<file path="src/rtl/uth_pkg.sv">
package uth_pkg;
    typedef enum logic [1:0] {
        SER_IDLE  = 2'd0,
        SER_START = 2'd1,
        SER_DATA  = 2'd2,
        SER_STOP  = 2'd3
    } ser_state_t;
endpackage

</file>
<file path="src/rtl/uth_fifo.sv">
module uth_fifo #(
    parameter int DEPTH = 16,
    parameter int W     = 8
) (
    input  logic         clk,
    input  logic         rst_n,
    input  logic         push_req,
    input  logic [W-1:0] push_data,
    input  logic         pop,
    output logic [W-1:0] head,
    output logic         empty,
    output logic         full,
    output logic         ovf
);
    localparam int AW = (DEPTH > 1) ? $clog2(DEPTH) : 1;
    localparam int CW = $clog2(DEPTH + 1);

    logic [W-1:0]  store [DEPTH];
    logic [AW-1:0] wptr, rptr;
    logic [CW-1:0] count;
    logic          push;

    assign push  = push_req && !full;
    assign empty = (count == '0);
    assign full  = (count == CW'(DEPTH));
    assign head  = store[rptr];

    always_ff @(posedge clk) begin
        if (push) store[wptr] <= push_data;
    end

    always_ff @(posedge clk) begin
        if (!rst_n) begin
            wptr  <= '0;
            rptr  <= '0;
            count <= '0;
            ovf   <= 1'b0;
        end else begin
            if (push) wptr <= (wptr == AW'(DEPTH - 1)) ? '0 : wptr + 1'b1;
            if (pop)  rptr <= (rptr == AW'(DEPTH - 1)) ? '0 : rptr + 1'b1;
            count <= count + CW'(push) - CW'(pop);
            if (push_req && full) ovf <= 1'b1;
        end
    end
endmodule

</file>
<file path="src/rtl/uth_ser.sv">
module uth_ser
    import uth_pkg::*;
#(
    parameter int W   = 8,
    parameter int OSR = 16
) (
    input  logic         clk,
    input  logic         rst_n,
    input  logic         tick,
    input  logic         q_empty,
    input  logic [W-1:0] q_head,
    output logic         pop,
    output logic         txd,
    output logic         busy
);
    localparam int TW = (OSR > 1) ? $clog2(OSR) : 1;
    localparam int BW = (W > 1) ? $clog2(W) : 1;

    ser_state_t    state, state_nx;
    logic [TW-1:0] tcnt;
    logic [BW-1:0] bidx;
    logic [W-1:0]  shreg;
    logic          bit_end;

    assign bit_end = tick && (tcnt == TW'(OSR - 1));

    // state register
    always_ff @(posedge clk) begin
        if (!rst_n) state <= SER_IDLE;
        else        state <= state_nx;
    end

    always_comb begin
        state_nx = state;
        unique case (state)
            SER_IDLE:  if (!q_empty) state_nx = SER_START;
            SER_START: if (bit_end)  state_nx = SER_DATA;
            SER_DATA:  if (bit_end && bidx == BW'(W - 1)) state_nx = SER_STOP;
            SER_STOP:  if (bit_end)  state_nx = SER_IDLE;
        endcase
    end

    // datapath counters and shifter
    always_ff @(posedge clk) begin
        if (!rst_n) begin
            tcnt  <= '0;
            bidx  <= '0;
            shreg <= '0;
        end else if (pop) begin
            tcnt  <= '0;
            bidx  <= '0;
            shreg <= q_head;
        end else if (state != SER_IDLE && tick) begin
            tcnt <= bit_end ? '0 : tcnt + 1'b1;
            if (bit_end && state == SER_DATA) begin
                shreg <= shreg >> 1;
                bidx  <= bidx + 1'b1;
            end
        end
    end

    // outputs
    always_comb begin
        pop  = 1'b0;
        txd  = 1'b1;
        busy = 1'b1;
        unique case (state)
            SER_IDLE: begin
                busy = 1'b0;
                pop  = !q_empty;
            end
            SER_START: txd = 1'b0;
            SER_DATA:  txd = shreg[0];
            SER_STOP:  txd = 1'b1;
        endcase
    end
endmodule

</file>
<file path="src/rtl/uth_drain_irq.sv">
module uth_drain_irq (
    input  logic clk,
    input  logic rst_n,
    input  logic q_empty,
    input  logic wr_strobe,
    input  logic id_read,
    input  logic enable,
    output logic pend,
    output logic req
);
    logic empty_d;
    logic set_ev, clr_ev;

    assign set_ev = q_empty && !empty_d;
    assign clr_ev = wr_strobe || (id_read && pend);

    always_ff @(posedge clk) begin
        if (!rst_n) begin
            empty_d <= 1'b1;
            pend    <= 1'b0;
        end else begin
            empty_d <= q_empty;
            if (set_ev)      pend <= 1'b1;
            else if (clr_ev) pend <= 1'b0;
        end
    end

    assign req = pend && enable;
endmodule

</file>
<file path="src/rtl/uart_tx_hold.sv">
module uart_tx_hold #(
    parameter int DEPTH = 16,
    parameter int W     = 8,
    parameter int OSR   = 16
) (
    input  logic         clk,
    input  logic         rst_n,
    input  logic         baud_tick,
    input  logic         wr_en,
    input  logic [W-1:0] wr_data,
    input  logic         empty_ie,
    input  logic         iid_rd,
    output logic         txd,
    output logic         irq,
    output logic         irq_pend,
    output logic         fifo_empty,
    output logic         fifo_full,
    output logic         ovf_flag,
    output logic         tx_idle
);
    logic         pop, busy;
    logic [W-1:0] head;

    uth_fifo #(.DEPTH(DEPTH), .W(W)) u_fifo (
        .clk(clk), .rst_n(rst_n), .push_req(wr_en), .push_data(wr_data),
        .pop(pop), .head(head), .empty(fifo_empty), .full(fifo_full),
        .ovf(ovf_flag)
    );

    uth_ser #(.W(W), .OSR(OSR)) u_ser (
        .clk(clk), .rst_n(rst_n), .tick(baud_tick), .q_empty(fifo_empty),
        .q_head(head), .pop(pop), .txd(txd), .busy(busy)
    );

    uth_drain_irq u_irq (
        .clk(clk), .rst_n(rst_n), .q_empty(fifo_empty), .wr_strobe(wr_en),
        .id_read(iid_rd), .enable(empty_ie), .pend(irq_pend), .req(irq)
    );

    assign tx_idle = fifo_empty && !busy;
endmodule

</file>
<file path="config.mk">
export PLATFORM = sky130hd
export DESIGN_NAME = uart_tx_hold
export DESIGN_NICKNAME = d
export VERILOG_FILES = /design/src/rtl/uth_pkg.sv /design/src/rtl/uth_fifo.sv /design/src/rtl/uth_ser.sv /design/src/rtl/uth_drain_irq.sv /design/src/rtl/uart_tx_hold.sv
export SDC_FILE = /design/constraint.sdc
export NUM_CORES = 1
export LEC_CHECK = 0
export BUFFER_PORTS_ARGS = -buffer_cell sky130_fd_sc_hd__buf_2
export CAP_MARGIN = 15
export CORE_AREA = 2 2 122 124
export CTS_CLUSTER_SIZE = 20
export DETAILED_ROUTE_END_ITERATION = 6
export DIE_AREA = 0 0 124 126
export SYNTH_ARGS = -nofsm -noshare
export SYNTH_HDL_FRONTEND = slang
export SYNTH_SLANG_ARGS = --single-unit
</file>
<file path="constraint.sdc">
create_clock -name clk -period 3.5 [get_ports clk]
set_input_delay 0.7 -clock clk [delete_from_list [all_inputs] [get_ports clk]]
set_output_delay 0.7 -clock clk [all_outputs]
set_load 0.01 [all_outputs]
</file>
After elaboration in Yosys (flattened, before gate mapping). Memories as Yosys holds them, arrays and structs flattened. A register that Yosys moved wholly into a read port is not among the register bits. Cells that the tools add are included.

Bits in registers: 33. Bits in writable memories: 128. Bits of input ports: 14. Output and inout port bits: 7. Logic and storage cells: 73. Memories kept: 1.

Memories: u_fifo.store (words 16, bits a word 8, rd ports 1, clocked after Yosys merged registers in 1, wr ports 1, line uth_fifo.sv:18) `logic [W-1:0] store [DEPTH];`.

Add/sub/neg operators: 6. Eq/ne operators: 12. Multiplexer cells: 19. Bitwise logic cells: 1. Reduce and logical (&&, ||, !) cells: 24.

Operator list (count): 8-bit two-way mux (3); 4-bit two-way mux (5); 4-bit by 1-bit adder with 4-bit output (second input constant) (3); 4-bit equality test (second input constant) (3); 1-bit logical AND (10); 2-bit two-way mux (4); 2-bit case mux with 4 select lines (1); 2-bit nonzero test (4); 2-bit by 1-bit != test with 1-bit output (second input constant) (3); 5-bit by 1-bit adder with 5-bit output (1); 5-bit equality test (second input constant) (1); 5-bit zero test (1); 1-bit two-way mux (5); 5-bit by 1-bit subtractor with 5-bit output (1); 2-bit equality test (second input constant) (2); 2-bit AND reduction (2); 4-bit AND reduction (1); 3-bit by 1-bit adder with 3-bit output (second input constant) (1); 3-bit equality test (second input constant) (1); 1-bit zero test (3); 2-bit by 1-bit equality test with 1-bit output (second input constant) (1); 2-bit zero test (1); 2-bit != test (second input constant) (1); 1-bit case mux with 2 select lines (1); other kinds (3) (3).

Longest topological paths before layout.
Depth after elaboration: 6. Mapped depth: 15. Depth with buffers taken out: 14.

Modules after synthesis. Synthesis repeated with hierarchy kept, for this count alone.

Cells, all modules: 411. Area total of the unflattened synthesis: 6826.5 µm².

By module, submodules not included: uth_fifo (times used 1, cells an instance 308, area an instance 5838.1 µm², seq. area each 4204.0 µm²); uth_ser (times used 1, cells an instance 95, area an instance 902.1 µm², seq. area each 340.3 µm²); uth_drain_irq (times used 1, cells an instance 7, area an instance 72.6 µm², seq. area each 40.0 µm²); uart_tx_hold (times used 1, cells an instance 1, area an instance 13.8 µm², seq. area each 0.0 µm²).

Worst setup path after synthesis. OpenSTA, ideal clock, no wires.

Path kind: reg2reg. From: reg u_fifo.count[2]. To: reg u_fifo.count[4]. Library setup time: 116 ps. Arrival: 2560 ps. Required time: 3384 ps. Path slack: 825 ps. Stages on the path, launching flop included: 16. Path buffers: 1. Clock period less this slack: 2675 ps. Path through: dfxtp_1 inv_1 ha_1 or4b_4 buf_12 inv_2 or3_1 inv_2 a21o_1 ha_1 inv_1 fa_1 nand2b_1 a21oi_1 o21ai_0 and3b_1.

Elaborated cells on any way between the ends: 8. Those cells by class: add/sub: 2; eq/ne: 1; mux: 1; reduce/logical: 4.

RTL lines: start: declaration (line uth_fifo.sv:20) `logic [CW-1:0] count;`; start signal: assignment (line uth_fifo.sv:41) `count <= count + CW'(push) - CW'(pop);`; 5-bit zero test (line uth_fifo.sv:24) `assign empty = (count == '0);`; net fifo_empty (line uart_tx_hold.sv:16) `output logic fifo_empty,`; 1-bit zero test; 1-bit two-way mux (line uth_ser.sv:67) `unique case (state)`; 5-bit by 1-bit subtractor with 5-bit output (line uth_fifo.sv:41).

The timed path passes the listed nets, and every way through them passes these cells. A chain may end at the register's enable or synchronous reset.

Worst setup path in the final report.
From: reg u_fifo.count[2]. To: reg u_fifo.count[4].

Longest elaborated chain between the ends: 5. Elaborated cells on any way between the ends: 8. Those cells by class: add/sub: 2; eq/ne: 1; mux: 1; reduce/logical: 4.

RTL lines: 5-bit equality test (line uth_fifo.sv:25) `assign full = (count == CW'(DEPTH));`; 1-bit zero test (line uth_fifo.sv:23) `assign push = push_req && !full;`; 1-bit logical AND (line uth_fifo.sv:23); 5-bit by 1-bit adder with 5-bit output (line uth_fifo.sv:41); 5-bit by 1-bit subtractor with 5-bit output (*) (line uth_fifo.sv:41).

Mark *: on every way between the ends. The rest lies on a longest branch, timed or not.

==> results by stage <==
Layout:
- The final non-filler cell total is 632.
- The layout cell share with drive strength beyond 1 is 17.9%.
- The utilization after layout is 54.2%.
- The multi-input combinational cells in the finished layout cover a total of 2140 µm².
- The post-route standard cell area excluding fillers is 7760 µm².
- The final antenna diode count is 0.
- The area growth from synthesis to layout is 11.4%.
- Counting the fill cells in the layout gives 1131.
- In the final layout, flip-flops and latches occupy 4590 µm².
- After the last flow step, the layout net total stands at 467.

Outcome:
- The run finished with clean final reports.

Yosys:
- Of the total synthesized cell area, the portion taken by XOR and XNOR cells is 0.755%.
- The cell count after synthesis came out at 406.
- The post-synth net total is 438.
- The count of cell types in the netlist is 53.
- Counting flops and latches in the post-synthesis netlist gives 165.
- The number of synthesized flops with an enable pin is 128.
- Each instance of the synthesized netlist takes up on average 17.2 µm².
- The main combinational cell family by area after synthesis is multiplexers.
- The synthesized netlist devotes 6.67% of its cell area to simple gates.
- The sequential cell area fraction in the yosys report is 65.8%.
- The most instantiated flip-flop cell in the synthesis netlist is sky130_fd_sc_hd__edfxtp_1.
- The fraction of the mapped netlist area in compound gates is 5.32%.
- The cell area that synthesis handed to floorplanning was 6960 µm².
- For this run, asynchronously set or reset flops after synthesis account for 0%.
- The synthesized netlist devotes 3.34% of its cell area to adder and majority cells.
- After synthesis, the share of cell area in mux cells is 14.7%.
- For this run, the number of Yosys warnings is 0.

Worst setup path:
- The maximum fanout along the worst path is 11.
- The critical path's top delay family is simple AND/OR/NAND/NOR gates.
- The classification of the worst setup path is reg2reg.
- Walking the worst path, the cells encountered are inv_1 -> ha_1 -> or4b_4 -> inv_2 -> or3_1 -> inv_2 -> a21o_1 -> ha_1 -> inv_1 -> fa_1 -> nand2b_1 -> a21oi_1 -> o21ai_0 -> and3b_1.
- The reg-to-reg endpoint is u_fifo.count[4].
- The register-to-register path setup slack is 0.71 ns.
- The type of destination of the critical path is a flip-flop.
- The slowest stage of the critical path is the sky130_fd_sc_hd__fa_1 cell.
- The required time at the worst-slack endpoint is 3.82 ns.
- The data arrival time of the worst path is 3.11 ns.
- The count of buffering cells on the critical path with inverters included is 4.
- The critical path's largest stage delay is 0.37 ns.
- Counting cells, the worst reg-to-reg path comes to 14.
- The kind of start point of the critical path is a flip-flop.
- The worst flop-to-flop path startpoint is u_fifo.count[2].

Routing:
- The final routed wire length divided by cell count is 19.8 µm.
- The final antenna-violating net count is 0.
- Using the TritonRoute via totals, the vias-per-cell ratio works out to 5.47.
- After detailed routing, the total wire length is 12500 µm.
- The DRC marker count from the first detailed-route iteration is 226.
- The total DRC errors in the routed layout is 0.
- The detailed router placed 3460 vias in this run.
- The iteration count of the initial detailed-routing pass is 4.

CTS:
- The tree is rooted in a sky130_fd_sc_hd__clkbuf_16.
- Clock tree synthesis found a total of 165 sinks.
- CTS built an H-tree with a depth of 4.
- Clock-pin slew was measured on the worst setup and hold paths at 0.06 ns.
- The CTS tree is built.
- Clock latency on the worst-skew pair, taken at its later pin, is 0.43 ns.
- The deepest clock path buffer count is 2.
- In this run, CTS created clock tree buffers numbering 17.
- The number of setup buffers added after CTS is 0.
- Hold repair after CTS inserted 0 buffers.
- Once the clock tree was built, the resizer swapped 0 gates to a different size.

Timing:
- Setup violations remaining at the end of the flow were counted as 0.
- In this run the tightest slew margin relative to its limit is 29.3%.
- The final-report max-slew violation count came to 0.
- The clock period minus worst slack is 2.79 ns.
- The final critical path takes up 79.8% of the cycle.
- At the pin with the least slew margin, the transition time is 1.06 ns.
- The aggregate negative setup slack is 0 ns.
- Based on the critical path, the design can be clocked at up to 358 MHz.
- Setup repair after global routing left no endpoint under its margin.
- On the final layout, the worst clock skew is 0.00593 ns.
- The number of failing hold endpoints at the final stage came to 0.

Die:
- The die covers 15600 µm².
- The die is 124 µm wide.
- For this configuration, the core starts out at a cell density of 48.6%.
- Measured along the y axis, the die boundary spans 126 µm.
- In this run the count of I/O pins placed on the die edge is 21.
- The floorplan has 44 rows.
- The area of the core region is 14300 µm².

Global route:
- The number of global-route vias before repair is 3583.
- Global routing used 17.5% of the available tracks across all layers.
- The global route total overflow is 0.
- The pin count of the biggest net entering global routing is 35.
- The number of antenna violations at the first check in global routing is 0.
- The first-pass GRT wire length is 19500 µm.

Power:
- The internal power contribution is 0.00384 W.
- The peak supply drop is 342 µV.
- Of the total power, registers draw 45.4%.
- Combinational cells account for 19.1% of the total power.
- The power density over cell area is 676 nW/µm².
- The net switching fraction of the power is 26.7%.
- For this design the static power due to leakage is 2.67 nW.
- The share of total power dissipated in the clock network is 35.5%.
- The analysis attributes to net switching a power of 0.00140 W.

Placed design:
- The post-placement cell area is 7170 µm².
- The count of buffers added on input and output ports is 20.
- The total placed cells including tap cells is 600.
- The routability congestion estimate is 0.754.
- After legalization and detailed placement, the total HPWL measured 7980 µm.

Worst hold path:
- The worst hold path begins at u_fifo.ovf.
- The worst hold path was traced through 2 stages.
- The path class of the tightest hold or removal check is reg2reg.
- The sink of the worst hold path is u_fifo.ovf.

Job:
- Max-cap violations in this run came to 0.
## sequential cells by signal (all words and copies together) (netlist names), 2 cells and up, named ones only
signal and flops:
u_ser.tcnt 4, u_ser.bidx 3, u_fifo.store 128, u_fifo.rptr 4, u_fifo.wptr 4, u_fifo.count 5
u_ser.shreg 8, u_ser.state 2
## power by group through the flow
stage / sequential [W] / clock, W / combinational, W
after global routing: 0.00240 / 0.00198 / 0.00113
after detailed placement: 0.00243 / 0 / 0.00102
after global placement: 0.00242 / 0 / 0.000996
after CTS: 0.00238 / 0.00189 / 0.00102
final: 0.00238 / 0.00186 / 0.00100
after floorplan: 0.00235 / 0 / 0.000879
## cells in the mapped netlist, types with 2 or more instances
master / count / area, µm²
sky130_fd_sc_hd__edfxtp_1: 128 / 3840
sky130_fd_sc_hd__dfxtp_1: 37 / 741
sky130_fd_sc_hd__mux2i_1: 23 / 230
sky130_fd_sc_hd__mux4_1: 19 / 499
sky130_fd_sc_hd__nor2_1: 19 / 71.3
sky130_fd_sc_hd__ha_1: 17 / 213
sky130_fd_sc_hd__mux4_2: 13 / 293
sky130_fd_sc_hd__inv_1: 12 / 45.0
sky130_fd_sc_hd__nand2_1: 12 / 45.0
sky130_fd_sc_hd__a21o_1: 9 / 67.6
sky130_fd_sc_hd__a21oi_1: 8 / 40.0
sky130_fd_sc_hd__and2_1: 8 / 50.1
sky130_fd_sc_hd__a21boi_1: 7 / 52.6
sky130_fd_sc_hd__a22o_1: 7 / 61.3
sky130_fd_sc_hd__o22ai_1: 7 / 43.8
sky130_fd_sc_hd__nor3_1: 6 / 30.0
sky130_fd_sc_hd__clkbuf_1: 5 / 18.8
sky130_fd_sc_hd__nand2b_1: 5 / 31.3
sky130_fd_sc_hd__nand3_1: 5 / 25.0
sky130_fd_sc_hd__nor2b_1: 5 / 31.3
sky130_fd_sc_hd__xnor2_1: 5 / 43.8
sky130_fd_sc_hd__o21ai_0: 4 / 20.0
sky130_fd_sc_hd__buf_12: 3 / 60.1
sky130_fd_sc_hd__buf_6: 3 / 33.8
sky130_fd_sc_hd__o21ai_1: 3 / 15.0
sky130_fd_sc_hd__or3_1: 3 / 18.8
sky130_fd_sc_hd__and3_1: 2 / 12.5
sky130_fd_sc_hd__buf_2: 2 / 10.0
sky130_fd_sc_hd__buf_8: 2 / 30.0
sky130_fd_sc_hd__clkbuf_8: 2 / 27.5
sky130_fd_sc_hd__inv_2: 2 / 7.51
sky130_fd_sc_hd__nand2_2: 2 / 12.5
## worst max-delay path by stage
| stage | cells past startpoint | end | slack [ns] | start |
|---|---|---|---|---|
| floorplan | 15 | u_fifo.count[4] | 0.82 | u_fifo.count[2] |
| global placement | 14 | u_fifo.count[4] | 0.78 | u_fifo.count[3] |
| detailed placement | 14 | u_fifo.count[4] | 0.70 | u_fifo.count[2] |
| CTS | 14 | u_fifo.count[4] | 0.69 | u_fifo.count[2] |
| global route | 14 | u_fifo.count[4] | 0.46 | u_fifo.count[2] |
| finish | 14 | u_fifo.count[4] | 0.71 | u_fifo.count[2] |
## layout make-up
type                    count  share of cell area, %
flip-flops and latches    165                   59.1
multi-input cells         209                   27.6
clock buffers              20                   5.63
well taps                 184                   2.97
repair buffers             28                   2.06
clock inverters            12                   1.97
inverters                  14                  0.677
## cells in the final DEF, fill, tap and decap left out, types with 4 or more instances in the layout
cell type / synthesis / routed
sky130_fd_sc_hd__a21oi_1: 8 / 8
sky130_fd_sc_hd__nand3_1: 5 / 5
sky130_fd_sc_hd__xnor2_1: 5 / 5
sky130_fd_sc_hd__o21ai_0: 4 / 4
sky130_fd_sc_hd__dfxtp_1: 37 / 36
sky130_fd_sc_hd__clkbuf_16: 0 / 17
sky130_fd_sc_hd__buf_2: 2 / 20
sky130_fd_sc_hd__nand2_1: 12 / 12
sky130_fd_sc_hd__and2_1: 8 / 8
sky130_fd_sc_hd__a21o_1: 9 / 9
sky130_fd_sc_hd__nor2b_1: 5 / 5
sky130_fd_sc_hd__inv_1: 12 / 12
sky130_fd_sc_hd__nand2b_1: 5 / 5
sky130_fd_sc_hd__a21boi_1: 7 / 7
sky130_fd_sc_hd__o22ai_1: 7 / 7
sky130_fd_sc_hd__a22o_1: 7 / 7
sky130_fd_sc_hd__mux4_1: 19 / 19
sky130_fd_sc_hd__nor2_1: 19 / 19
sky130_fd_sc_hd__mux2i_1: 23 / 23
sky130_fd_sc_hd__edfxtp_1: 128 / 128
sky130_fd_sc_hd__mux4_2: 13 / 13
sky130_fd_sc_hd__buf_4: 0 / 8
sky130_fd_sc_hd__nor3_1: 6 / 6
sky130_fd_sc_hd__ha_1: 17 / 17
## worst min-delay path, delay by kind of cell, from the launching register on
| kind | cells | cell delay [ns] |
|---|---|---|
| flip-flops | 1 | 0.32 |
| AND/OR/NAND/NOR | 1 | 0.09 |
| AO/OA/AOI/OAI | 1 | 0.04 |
## through the flow
stage | worst slack, ns | hold slack (ns) | power (W)
2_1_floorplan | 0.825 | 0.447 | 0.00323
3_3_place_gp | 0.775 | 0.478 | 0.00341
3_5_place_dp | 0.705 | 0.473 | 0.00345
4_1_cts | 0.692 | 0.492 | 0.00530
5_1_grt | 0.457 | 0.530 | 0.00551
6_report | 0.709 | 0.482 | 0.00524
## logic make-up (layout without fill, tap and decap cells)
kind of cell | count (synthesis) | count (layout)
AO/OA/AOI/OAI | 51 | 51
XOR/XNOR | 6 | 6
adder cells (fa/ha/maj) | 18 | 18
buffers and inverters | 32 | 74
flip-flops | 165 | 165
multiplexers | 55 | 55
AND/OR/NAND/NOR | 79 | 79
## routing by layer
| metal | global-route usage [%] | part of all wire, % | vias up |
|---|---|---|---|
| li1 | - | - | 1652 |
| met1 | 23.6 | 45 | 1719 |
| met2 | 27.9 | 49 | 75 |
| met3 | 4.21 | 4.6 | 14 |
| met4 | 5.95 | 1.2 | 0 |
| met5 | 0 | 0 | - |
Power figures use the tool's default switching activity.
